## config.mk

```make
export PLATFORM = sky130hd
export DESIGN_NAME = tzp_predictor
export DESIGN_NICKNAME = d
export VERILOG_FILES = /design/src/rtl/tzp_pkg.sv /design/src/rtl/tzp_word_former.sv /design/src/rtl/tzp_mask_gen.sv /design/src/rtl/tzp_tz_count.sv /design/src/rtl/tzp_predictor.sv
export SDC_FILE = /design/constraint.sdc
export NUM_CORES = 1
export LEC_CHECK = 0
export ABC_AREA = 0
export CORE_AREA = 3 3 70 72
export DETAILED_ROUTE_END_ITERATION = 6
export DIE_AREA = 0 0 73 75
export DONT_BUFFER_PORTS = 1
export PLACE_DENSITY = 0.81
export SETUP_SLACK_MARGIN = 0.3
export SYNTH_ARGS = -nofsm -noshare
export SYNTH_HDL_FRONTEND = slang
export SYNTH_HIERARCHICAL = 1
export SYNTH_SLANG_ARGS = --single-unit
```

## constraint.sdc

```tcl
create_clock -name vclk -period 2.4
set_input_delay 0 -clock vclk [all_inputs]
set_output_delay 0 -clock vclk [all_outputs]
set_load 0.005 [all_outputs]
```

## src/rtl/tzp_pkg.sv

```systemverilog
// Package for the trailing-zero predictor: the default operand width
// shared by the design, the checker and the bench.
package tzp_pkg;
    parameter int unsigned TZP_DEF_W = 32;
endpackage

```

## src/rtl/tzp_word_former.sv

```systemverilog
// Builds the predicted word whose low bits are zero exactly when the
// same low bits of opa + opb + cin are zero.
// Assumes cin is a single bit; fixed logic depth, independent of N.
module tzp_word_former #(
    parameter int unsigned N = tzp_pkg::TZP_DEF_W
) (
    input  logic [N-1:0] opa,
    input  logic [N-1:0] opb,
    input  logic         cin,
    output logic [N:0]   pred
);
    logic [N-1:0] half_sum;
    logic [N-1:0] first_w;
    logic [N:0]   second_w;

    assign half_sum = opa ^ opb;

    // Select the word pair for the carry-in value.
    always_comb begin
        if (cin) begin
            first_w  = half_sum;
            second_w = {opa & opb, 1'b0};
        end else begin
            first_w  = ~half_sum;
            second_w = {opa | opb, 1'b0};
        end
    end

    // Predicted word: complement of the XOR of the two words over N+1 bits.
    assign pred = ~({1'b0, first_w} ^ second_w);
endmodule

```

## src/rtl/tzp_mask_gen.sv

```systemverilog
// Turns the bit index into a mask whose bits [idx:0] are set.
// Assumes idx < N; a larger idx sets every bit.
module tzp_mask_gen #(
    parameter int unsigned N  = tzp_pkg::TZP_DEF_W,
    parameter int unsigned KW = (N > 1) ? $clog2(N) : 1
) (
    input  logic [KW-1:0] idx,
    output logic [N-1:0]  mask
);
    // One comparator for each mask bit.
    for (genvar i = 0; i < N; i++) begin : g_bit
        assign mask[i] = ({1'b0, idx} >= (KW+1)'(i));
    end
endmodule

```

## src/rtl/tzp_tz_count.sv

```systemverilog
// Counts the trailing zeros of a vector, limited to N when the vector is zero.
// Isolates the lowest set bit, then encodes its position.
module tzp_tz_count #(
    parameter int unsigned N  = tzp_pkg::TZP_DEF_W,
    parameter int unsigned CW = $clog2(N + 1)
) (
    input  logic [N-1:0]  vec,
    output logic [CW-1:0] count
);
    logic [N-1:0] lowest;

    assign lowest = vec & (~vec + N'(1));

    // Encode the position of the one-hot lowest bit; all-zero maps to N.
    always_comb begin
        count = '0;
        for (int i = 0; i < N; i++) begin
            if (lowest[i]) count = count | CW'(i);
        end
        if (vec == '0) count = CW'(N);
    end
endmodule

```

## src/rtl/tzp_predictor.sv

```systemverilog
// Top level: zero flag for sum bits [idx:0] and a trailing-zero count,
// both taken from the predicted word, with no carry chain. Purely combinational.
module tzp_predictor #(
    parameter int unsigned N  = tzp_pkg::TZP_DEF_W,
    parameter int unsigned KW = (N > 1) ? $clog2(N) : 1,
    parameter int unsigned CW = $clog2(N + 1)
) (
    input  logic [N-1:0]  opa,
    input  logic [N-1:0]  opb,
    input  logic          cin,
    input  logic [KW-1:0] idx,
    output logic          low_zero,
    output logic [CW-1:0] tz_count
);
    logic [N:0]   pred;
    logic [N-1:0] mask;

    tzp_word_former #(.N(N)) u_form (
        .opa (opa),
        .opb (opb),
        .cin (cin),
        .pred(pred)
    );

    tzp_mask_gen #(.N(N), .KW(KW)) u_mask (
        .idx (idx),
        .mask(mask)
    );

    tzp_tz_count #(.N(N), .CW(CW)) u_cnt (
        .vec  (pred[N-1:0]),
        .count(tz_count)
    );

    // NOR of the masked low bits of the predicted word.
    assign low_zero = ~|(pred[N-1:0] & mask);
endmodule

```

Word-level counts from Yosys, hierarchy flattened

Cells that the tools add are included.

Word-level logic and storage cells: 78
Memories: 0
RAM bits: 0
Latch bits: 0
Flip-flop bits (word level): 0
Output and inout port bits: 7
Bits of input ports: 70
ROM bits: 0

Muxes and demuxes: 34
Shift operators: 0
Div/mod/pow operators: 0
Reduce and logical (&&, ||, !) cells: 3
$mul: 0
$add $sub $neg: 1
Order comparisons: 31
Bitwise gates (word level): 9
Equality and inequality tests: 0

Operator list:

| kind                                                                  | number |
|---|---|
| 32-bit NOT                                                            | 3 |
| 5-bit >= comparator, second input constant                            | 16 |
| 5-bit two-way mux                                                     | 16 |
| 32-bit bitwise AND                                                    | 2 |
| 32-bit two-way mux                                                    | 2 |
| 32-bit bitwise XOR                                                    | 2 |
| 5-bit by 4-bit >= comparator with 1-bit output, second input constant | 8 |
| 32-bit by 1-bit adder with 32-bit output, second input constant       | 1 |
| 32-bit zero test                                                      | 1 |
| 4-bit two-way mux                                                     | 8 |
| 32-bit OR reduction                                                   | 1 |
| 31-bit bitwise AND                                                    | 1 |
| 31-bit bitwise OR                                                     | 1 |
| 5-bit by 3-bit >= comparator with 1-bit output, second input constant | 4 |
| 3-bit two-way mux                                                     | 4 |
| 5-bit by 2-bit >= comparator with 1-bit output, second input constant | 2 |
| 6-bit two-way mux                                                     | 1 |
| 5-bit by 1-bit >= comparator with 1-bit output, second input constant | 1 |
| 2-bit two-way mux                                                     | 2 |
| 1-bit zero test                                                       | 1 |
| 1-bit two-way mux                                                     | 1 |

Depth between registers and ports, before layout

Gate-level depths: netlist (run 1).

Depth after elaboration: 40
Gate-level depth with buffers: 10
Depth with buffers taken out: 9

Hierarchy

Netlist (run 1), hierarchy kept.

By module, submodules not included:

| module          | cells each | instances | area each (um2) |
|---|---|---|---|
| tzp_word_former | 197        | 1         | 1701.6 |
| tzp_tz_count    | 86         | 1         | 508.0 |
| tzp_mask_gen    | 57         | 1         | 291.5 |
| tzp_predictor   | 21         | 1         | 162.7 |

Least setup slack after synthesis (run 1)

OpenSTA, ideal clock, no wires.

Path type: in2out
Start point: in opa[3]
End point: out tz_count[0]
Buffers on the path: 1
Cell stages on the path: 9
Path slack: -180 ps
Arrival: 2580 ps
Cell sequence: inv_1 ha_1 xor2_1 or4_1 or4_1 buf_2 or4_4 or4_1 nand4_1

Word-level cells in the longest chain between the ends: 38

RTL lines:

| element                                  | line                  | text |
|---|---|---|
| start: declaration                       | tzp_predictor.sv:8    | `input logic [N-1:0] opa,` |
| 32-bit bitwise XOR *                     | tzp_word_former.sv:16 | `assign half_sum = opa ^ opb;` |
| 32-bit NOT                               | tzp_word_former.sv:24 | `first_w = ~half_sum;` |
| 32-bit two-way mux *                     | tzp_word_former.sv:20 | `if (cin) begin` |
| 32-bit bitwise XOR *                     | tzp_word_former.sv:30 | `assign pred = ~({1'b0, first_w} ^ second_w);` |
| 32-bit NOT *                             | tzp_word_former.sv:30 |  |
| net pred[3]                              | tzp_predictor.sv:15   | `logic [N:0] pred;` |
| 32-bit NOT                               | tzp_tz_count.sv:12    | `assign lowest = vec & (~vec + N'(1));` |
| 32-bit by 1-bit adder with 32-bit output | tzp_tz_count.sv:12    |  |
| 32-bit bitwise AND                       | tzp_tz_count.sv:12    |  |
| 2-bit two-way mux                        | tzp_tz_count.sv:18    | `if (lowest[i]) count = count \| CW'(i);` |
| 3-bit two-way mux (4 in series)          | tzp_tz_count.sv:18    |  |
| 4-bit two-way mux (8 in series)          | tzp_tz_count.sv:18    |  |
| 5-bit two-way mux (16 in series)         | tzp_tz_count.sv:18    |  |
| 6-bit two-way mux *                      | tzp_tz_count.sv:20    | `if (vec == '0) count = CW'(N);` |
| end: declaration                         | tzp_predictor.sv:13   | `output logic [CW-1:0] tz_count` |

Mark *: on every way through the listed nets, which the timed path passes. The rest lies on a longest branch.

Worst setup path after layout (run 1)

Start point: in opa[1]
End point: out tz_count[0]

Word-level cells in the longest chain between the ends: 40

RTL lines:

| element                                  | line |
|---|---|
| 32-bit bitwise XOR *                     | tzp_word_former.sv:16 |
| 32-bit NOT                               | tzp_word_former.sv:24 |
| 32-bit two-way mux *                     | tzp_word_former.sv:20 |
| 32-bit bitwise XOR *                     | tzp_word_former.sv:30 |
| 32-bit NOT *                             | tzp_word_former.sv:30 |
| net pred[1]                              | tzp_predictor.sv:15 |
| 32-bit NOT                               | tzp_tz_count.sv:12 |
| 32-bit by 1-bit adder with 32-bit output | tzp_tz_count.sv:12 |
| 32-bit bitwise AND                       | tzp_tz_count.sv:12 |
| 1-bit two-way mux                        | tzp_tz_count.sv:18 |
| 2-bit two-way mux (2 in series)          | tzp_tz_count.sv:18 |
| 3-bit two-way mux (4 in series)          | tzp_tz_count.sv:18 |
| 4-bit two-way mux (8 in series)          | tzp_tz_count.sv:18 |
| 5-bit two-way mux (16 in series)         | tzp_tz_count.sv:18 |
| 6-bit two-way mux *                      | tzp_tz_count.sv:20 |

Marked as above.

==> metrics.md, run 1 <==
| Metric | Value |
|---|---|
| Outcome | `finished, violations left` |
| Failing checks | `setup timing` |
| Detailed-route wire length | `6520 um` |
| Headroom to the max-slew limit | `54.4%` |
| Actual slew at the worst max-slew pin | `0.682 ns` |
| DR vias | `2,538` |
| Worst hold slack across all endpoints | `0.174 ns` |
| Detail Placement HPWL | `5230 um` |
| Synth Area per Inst | `7.37 sq um` |
| Vias per cell | `6.06` |
| Hold path startpoint | `idx[4]` |
| Register area | `0 sq um` |
| Share of final-layout standard cells stronger than drive strength 1 | `15.3%` |
| RSZ-0062 raised after global routing | `yes` |
| Number of nets produced by synthesis | `491` |
| Number of failing hold endpoints at the final stage | `0` |
| DRC violations left | `0` |
| Number of warning messages in the yosys log | `6` |
| Crit path arrival time | `2.45 ns` |
| Number of instances in the synthesized netlist | `358` |
| First-iteration detailed-routing DRC count | `207` |
| Final worst-path cycle share | `102%` |
| Maxcap violations | `0` |
| GRT Util Overall | `23.5%` |
| Total power of the final layout | `0.615 mW` |
| Pwr/cell area | `204 nW/um^2` |
| Final-layout setup total negative slack | `-0.0479 ns` |
| Fin. max-slew vios | `0` |
| Area grow syn2layout | `14.1%` |
| Period minus WS final | `2.45 ns` |
| Placed Cells incl. Taps | `412` |
| Classification of the worst-slack hold path | `primary input to output pin` |
| # IOs | `77` |
| Diode count | `0` |
| Largest net degree at the start of global routing | `33` |
| Critical path required time | `2.40 ns` |
| Initial DRT Pass Iterations | `4` |
| Antenna violations before repair | `0` |
| Dpl cell area | `2810 sq um` |
| Final weighted congestion in routability-driven placement | `1.03` |
| Start point of the critical path | `opa[1]` |
| Bufs and invs on worst path | `1` |
| Maximum operating frequency | `0.409 GHz` |
| Vertical extent of the die | `75 um` |
| Initial core utilization | `60.6%` |
| Crit path top cell by count | `sky130_fd_sc_hd__or4_4` |
| Final cell area excluding filler cells | `3010 sq um` |
| Maximum fanout along the worst path | `3` |
| FFs & Latches | `0` |
| Core Region | `4350 sq um` |
| Placement row count | `24` |
| Number of filler instances in the final layout | `359` |
| Post-Place Setup Slack | `-0.0904 ns` |
| Vias in the first global route | `2,420` |
| Reported leakage power | `1.55 nW` |
| Number of I/O port buffers | `0` |
| Cell family with most CP delay | `simple AND/OR/NAND/NOR gates` |
| Max VDD drop | `0.115 mV` |
| Die X | `73 um` |
| Clock tree buffer count of the final layout | `0` |
| Critical Path Slowest Stage Cell | `sky130_fd_sc_hd__or4_4` |
| Capturing element type of the critical path | `output pin` |
| # nets final | `502` |
| Cell-by-cell listing of the critical path | `inv_8, ha_4, xor2_2, or4_4, or4_4, or4_4, or4_1, nand4_1` |
| Finished Layout Cells | `419` |
| Worst Slack Setup Final | `-0.0451 ns` |
| Global-route wire length before repair | `10,500 um` |
| WS Path Type | `primary input to output pin` |
| Utilization after layout | `69.1%` |
| Grt total ovfl | `0` |
| Number of failing setup endpoints in the final timing report | `2` |
| Mean routed wirelength per cell | `15.6 um` |
| Crit path launch type | `primary input` |
| Antenna violation net count after detailed routing | `0` |
| Netlist area before placement | `2640 sq um` |
| Total die area | `5480 sq um` |
| CP max stage delay | `0.54 ns` |
## area by class of cell
type | count | area [sq um] | area share (%)
multi-input cells | 276 | 2490 | 82.7
inverters | 69 | 284 | 9.43
repair buffers | 22 | 173 | 5.74
well taps | 52 | 65.1 | 2.16
## cells in the final DEF, fill, tap and decap left out, drive strengths merged, types with 4 or more instances in the layout
cell type	count
nand4	8
nor2b	5
a22oi	16
o21ai	4
ha	63
a21oi	13
or4	6
nand2	15
mux2i	31
nor3	9
o211ai	4
inv	69
nand3	5
nand2b	5
xor2	32
buf	22
nor2	21
nor4	8
## final timing paths
path,endpoint,slack (ns),cells after the start
min,low_zero,0.17,3
max,tz_count[0],-0.05,8
## timing repair
item	4_1_cts	5_1_grt
buffers inserted	6	1
endpoints found under the setup margin	6	6
hold buffers	0	0
pin swaps	4	4
resized for setup	23	5
## tightest hold or removal path, stage by stage
cell,delay (ns)
sky130_fd_sc_hd__a22oi_2,0.03
sky130_fd_sc_hd__nand4_1,0.08
sky130_fd_sc_hd__nor4_2,0.06
## report_power, final
group	switching, mW	total [mW]	internal (mW)
Sequential	0	0	0
Combinational	0.349	0.615	0.266
Clock	0	0	0
## metal layers
| layer | part of all wire, % | track usage (%) |
|---|---|---|
| met5 | 0 | 0 |
| met4 | 3.0 | 7.58 |
| met3 | 9.9 | 3.47 |
| met2 | 50 | 43.9 |
| met1 | 37 | 27.2 |
(Power assumes the default switching activity.)
==> inputs of run 2 (changes only) <==
Settings changed: GPL_TIMING_DRIVEN set to 0.
==> run 2 against run 1 <==
The run still ends with setup timing left. Count of clock-buffer cells in the layout did not move. First-iteration DRC count fell by 5.3%. Sequential share of layout area did not move. Combinational power rose by 2%. Worst setup slack got worse by 0.14 ns. Highest routed layer unchanged.
==> metrics.md, run 2 (synthesis gave the netlist of run 1 again) <==
| Metric | Value |
|---|---|
| Maximum fanout along the worst path | `6 (+3)` |
| Outcome | `finished, violations left` |
| Capturing element type of the critical path | `output pin` |
| Highest-count cells in the layout ignoring fill and taps | `65 x sky130_fd_sc_hd__inv_1, 58 x sky130_fd_sc_hd__ha_1, 29 x sky130_fd_sc_hd__xor2_1, 28 x sky130_fd_sc_hd__mux2i_1, 21 x sky130_fd_sc_hd__nor2_1` |
| Classification of the worst-slack hold path | `primary input to output pin` |
| Pwr/cell area | `209 nW/um^2 (+2.6%)` |
| GRT Util Overall | `23.3% (-0.19 points)` |
| Crit path launch type | `primary input` |
| Reported leakage power | `1.55 nW (-0.19%)` |
| Sequential group share of total power | `0% (unchanged)` |
| DR vias | `2,503 (-1.4%)` |
| Placement row count | `24 (unchanged)` |
| Dpl cell area | `2810 sq um (-0.22%)` |
| Internal portion of total power | `0.257 mW (-3.4%)` |
| Reported net switching power | `0.373 mW (+7.0%)` |
| Worst Slack Setup Final | `-0.181 ns (-0.135 ns)` |
| Placed Cells incl. Taps | `410 (-0.49%)` |
| Number of failing hold endpoints at the final stage | `0 (unchanged)` |
| Switching share of power | `59.3% (+2.5 points)` |
| Crit path arrival time | `2.58 ns (+0.13 ns)` |
| FFs & Latches | `0 (unchanged)` |
| Detailed-route wire length | `6460 um (-0.89%)` |
| Mean routed wirelength per cell | `15.4 um (-1.1%)` |
| Headroom to the max-slew limit | `51.0% (-3.3 points)` |
| Vertical extent of the die | `75 um (unchanged)` |
| Final weighted congestion in routability-driven placement | `0.919 (-10%)` |
| Number of I/O port buffers | `0 (unchanged)` |
| Period minus WS final | `2.58 ns (+0.135 ns)` |
| Detail Placement HPWL | `5290 um (+1.2%)` |
| Fin. max-slew vios | `0 (unchanged)` |
| Maxcap violations | `0 (unchanged)` |
| Most frequent standard cell in the layout excluding fill and tap cells | `sky130_fd_sc_hd__inv_1` |
| Clock tree buffer count of the final layout | `0 (unchanged)` |
| Final worst-path cycle share | `108% (+5.6 points)` |
| Combinational share of power | `100.0% (about the same)` |
| Vias in the first global route | `2,456 (+1.5%)` |
| Grt total ovfl | `0 (unchanged)` |
| Maximum operating frequency | `0.388 GHz (-5.2%)` |
| Final-layout setup total negative slack | `-0.616 ns (-0.568 ns)` |
| Max VDD drop | `0.106 mV (-7.8%)` |
| WS Path Type | `primary input to output pin` |
| Critical path required time | `2.40 ns (about the same)` |
| Number of failing setup endpoints in the final timing report | `5 (+3)` |
| Global-route wire length before repair | `10,500 um (+0.13%)` |
| Diode count | `0 (unchanged)` |
| Initial core utilization | `60.6% (unchanged)` |
| DRC violations left | `0 (unchanged)` |
| Antenna violation net count after detailed routing | `0 (unchanged)` |
| First-iteration detailed-routing DRC count | `196 (-5.3%)` |
| Register area | `0 sq um (unchanged)` |
| # IOs | `77 (unchanged)` |
| Number of filler instances in the final layout | `371 (+3.3%)` |
| Utilization after layout | `69.1% (about the same)` |
| Clock power share | `0% (unchanged)` |
| Finished Layout Cells | `420 (+0.24%)` |
| Total die area | `5480 sq um (unchanged)` |
| Initial DRT Pass Iterations | `4 (unchanged)` |
| Failing checks | `setup timing` |
| Antenna violations before repair | `0 (unchanged)` |
| Vias per cell | `5.96 (-1.6%)` |
| RSZ-0062 raised after global routing | `yes` |
| Actual slew at the worst max-slew pin | `0.732 ns (+0.0497 ns)` |
| # nets final | `503 (+0.20%)` |
| Area of combinational cells with multiple inputs | `2480 sq um (-0.50%)` |
| Largest net degree at the start of global routing | `11 (-67%)` |
| Die X | `73 um (unchanged)` |
| Share of final-layout standard cells stronger than drive strength 1 | `13.3% (-1.9 points)` |
| Area grow syn2layout | `14.0% (about the same)` |
| Worst hold slack across all endpoints | `0.364 ns (+0.190 ns)` |
| Core Region | `4350 sq um (unchanged)` |
| Final cell area excluding filler cells | `3010 sq um (about the same)` |
[run 2: power groups by stage]
| stage | Clock [mW] | Sequential, mW | Combinational [mW] |
|---|---|---|---|
| after detailed placement | 0 | 0 | 0.557 |
| after global routing | 0 | 0 | 0.699 |
| after global placement | 0 | 0 | 0.547 |
| after floorplan | 0 | 0 | 0.443 |
| final | 0 | 0 | 0.630 |
| after CTS | 0 | 0 | 0.589 |
[run 2: per-layer routing]
metal | vias to the layer above | GRT usage (%) | routed length, um
met3 | 4 | 2.00 | 456
li1 | 1237 | - | -
met2 | 96 | 45.9 | 3400
met4 | 0 | 2.66 | 40
met1 | 1166 | 27.9 | 2570
met5 | - | 0 | 0
[run 2: final cells by class]
cell class / instances / area share (%)
buffer: 13 / 3.87
inverter: 69 / 9.03
multi-input combinational: 276 / 82.3
timing repair buffer: 10 / 2.62
tap: 52 / 2.16
[run 2: critical path, cell delays in order]
cell and delay, ns:
sky130_fd_sc_hd__buf_12 0.11, sky130_fd_sc_hd__mux2i_4 0.28, sky130_fd_sc_hd__xor2_4 0.11, sky130_fd_sc_hd__or4_4 0.49, sky130_fd_sc_hd__or4_4 0.49, sky130_fd_sc_hd__buf_6 0.14
sky130_fd_sc_hd__or4_4 0.43, sky130_fd_sc_hd__or4_1 0.41, sky130_fd_sc_hd__nand4_1 0.12
[run 2: metrics by stage]
stage               power [mW]  setup slack [ns]
finish                   0.630            -0.181
global route             0.699            -0.231
CTS                      0.589            -0.144
detailed placement       0.557            -0.281
global placement         0.547            -0.286
floorplan                0.443            -0.101
[run 2: timing repair]
item | in CTS | in global routing
setup buffers | 6 | 4
endpoints found under the setup margin | 6 | 6
cloned | 0 | 0
resized for setup | 14 | 7
hold buffers | 0 | 0
pin swaps | 4 | 3
[run 2: final timing paths]
kind / start / end / slack [ns] / depth (start not counted)
setup / recovery: cin / tz_count[0] / -0.18 / 9
hold / removal: idx[2] / low_zero / 0.36 / 4
==> inputs of run 3 (changes only) <==
Settings changed: ABC_AREA 0 to 1, CORE_AREA 3 3 70 72 to 3 3 79 81, DIE_AREA 0 0 73 75 to 0 0 82 84, PLACE_DENSITY 0.81 to 0.85.
Clock period 2.4 ns to 2.55 ns, I/O delays scaled along.
==> run 3 against run 2 <==
The run now ends clean. Critical endpoint is now tz_count[3]. Largest cell class unchanged. Sequential share of layout area unchanged. Highest routed layer unchanged. Global-route usage increased by 5.5 points. Synthesized cell count grew 110%. Critical path depth grew 6. Area after synthesis increased by 44%. Largest power group unchanged.
==> metrics.md, run 3 <==
| Metric | Value |
|---|---|
| Outcome | `complete, no violations` |
| Worst Setup EP | `tz_count[3]` |
| Diode count | `0 (unchanged)` |
| DR vias | `4,227 (+69%)` |
| WS Path Type | `primary input to output pin` |
| Total of cells resized after clock tree synthesis | `0 (-14)` |
| Utilization after layout | `70.2% (+1.1 points)` |
| Register area | `0 sq um (unchanged)` |
| Area grow syn2layout | `2.37%` |
| Mean routed wirelength per cell | `11.8 um (-23%)` |
| CP max stage delay | `0.20 ns (-0.29 ns)` |
| Post-CTS setup buffer count | `0 (-6)` |
| Die X | `82 um (+12%)` |
| Pwr/cell area | `181 nW/um^2 (-13%)` |
| Vias per cell | `5.11 (-14%)` |
| First-iteration detailed-routing DRC count | `277 (+41%)` |
| Maximum operating frequency | `0.603 GHz` |
| Crit path top cell by count | `sky130_fd_sc_hd__nand2_1` |
| RSZ-0062 raised after global routing | `no` |
| Detailed-route wire length | `9790 um (+51%)` |
| Start point of the critical path | `cin` |
| Final-layout setup total negative slack | `0 ns (+0.616 ns)` |
| Share of final-layout standard cells stronger than drive strength 1 | `7.68% (-5.6 points)` |
| # IOs | `77 (unchanged)` |
| Max VDD drop | `0.142 mV (+34%)` |
| Netlist area before placement | `3800 sq um (+44%)` |
| Maximum fanout along the worst path | `10 (+4)` |
| Number of I/O port buffers | `0 (unchanged)` |
| # nets final | `890 (+77%)` |
| Critical Path Slowest Stage Cell | `sky130_fd_sc_hd__nor2_1` |
| Final weighted congestion in routability-driven placement | `0.947 (+3.1%)` |
| Number of failing hold endpoints at the final stage | `0 (unchanged)` |
| Antenna violation net count after detailed routing | `0 (unchanged)` |
| Fin. max-slew vios | `0 (unchanged)` |
| Placement row count | `27 (+13%)` |
| CTS Hold Buffers Added | `0 (unchanged)` |
| Crit path arrival time | `1.66 ns (-0.92 ns)` |
| Core Region | `5540 sq um (+27%)` |
| Number of instances in the synthesized netlist | `755 (+110%)` |
| Classification of the worst-slack hold path | `primary input to output pin` |
| Global-route wire length before repair | `16,400 um (+56%)` |
| Critical path required time | `2.55 ns (+0.15 ns)` |
| FFs & Latches | `0 (unchanged)` |
| Crit path launch type | `primary input` |
| Total die area | `6890 sq um (+26%)` |
| Synth Area per Inst | `5.03 sq um (-32%)` |
| Capturing element type of the critical path | `output pin` |
| Maxcap violations | `0 (unchanged)` |
| Most frequent standard cell in the layout excluding fill and tap cells | `sky130_fd_sc_hd__nand2_1` |
| Cell-by-cell listing of the critical path | `buf_6, clkbuf_8, nand2_1, nand2_1, nand2_1, nand2_1, nor2_1, nand2_1, nor2_1, nand2_1, nor2_1, nand2_1, nand2_1, nor2_1, nand3_1` |
| Initial core utilization | `68.5% (+8.0 points)` |
| Vertical extent of the die | `84 um (+12%)` |
| Initial DRT Pass Iterations | `5 (+1)` |
| DRC violations left | `0 (unchanged)` |
| Highest-count cells in the layout ignoring fill and taps | `247 x sky130_fd_sc_hd__nand2_1, 205 x sky130_fd_sc_hd__inv_1, 83 x sky130_fd_sc_hd__nor2_1, 63 x sky130_fd_sc_hd__nand3_1, 63 x sky130_fd_sc_hd__ha_1` |
| GRT Util Overall | `28.8% (+5.5 points)` |
| Number of warning messages in the yosys log | `6 (unchanged)` |
| Number of nets produced by synthesis | `888 (+81%)` |
| Grt total ovfl | `0 (unchanged)` |
| Vias in the first global route | `4,023 (+64%)` |
| Period minus WS final | `1.66 ns` |
| Number of failing setup endpoints in the final timing report | `0 (-5)` |
| Antenna violations before repair | `0 (unchanged)` |
| Detail Placement HPWL | `8590 um (+62%)` |
| Largest net degree at the start of global routing | `11 (unchanged)` |
| Final worst-path cycle share | `65.0%` |
| Reported leakage power | `2.67 nW (+72%)` |
| Clock tree buffer count of the final layout | `0 (unchanged)` |
-- run 3: where the power goes --
group          switching [mW]  internal, mW
Combinational           0.478         0.227
Sequential                  0             0
Clock                       0             0
Total                   0.478         0.227
-- run 3: how the worst min path moves through the flow --
stage | depth (start not counted) | start | end | slack (ns)
global placement | 7 | idx[1] | low_zero | 0.37
finish | 7 | idx[1] | low_zero | 0.37
floorplan | 7 | idx[1] | low_zero | 0.32
global route | 7 | idx[1] | low_zero | 0.43
CTS | 7 | idx[1] | low_zero | 0.37
detailed placement | 7 | idx[1] | low_zero | 0.37
-- run 3: worst max-delay path: cells and delay by family --
family                 cells  cell delay, ns
and+or+nand+nor           13            1.39
buffers and inverters      2            0.28
-- run 3: metrics by stage --
| step | area (sq um) | std cells | power (mW) | setup WS (ns) | hold slack (ns) |
|---|---|---|---|---|---|
| after detailed placement | 3890 | 827 | 0.692 | 0.923 | 0.373 |
| after global routing | 3890 | 827 | 0.807 | 0.689 | 0.428 |
| after CTS | 3890 | 827 | 0.696 | 0.918 | 0.373 |
| after floorplan | 3800 | 755 | 0.545 | 1.21 | 0.315 |
| after global placement | 3890 | 827 | 0.666 | 0.955 | 0.369 |
| final | 3890 | 827 | 0.705 | 0.892 | 0.367 |
-- run 3: area by class of cell --
type / count / area (sq um)
Multi-Input combinational cell: 533 / 2870
Fill cell: 539 / 1650
Inverter: 209 / 792
Buffer: 13 / 140
Tap cell: 72 / 90.1
-- run 3: per-layer routing --
metal | share of wire, % | up-vias | track usage [%]
li1 | - | 2202 | -
met1 | 41 | 1862 | 33.6
met2 | 49 | 141 | 54.8
met3 | 7.1 | 22 | 1.51
met4 | 2.8 | 0 | 7.70
met5 | 0 | - | 0
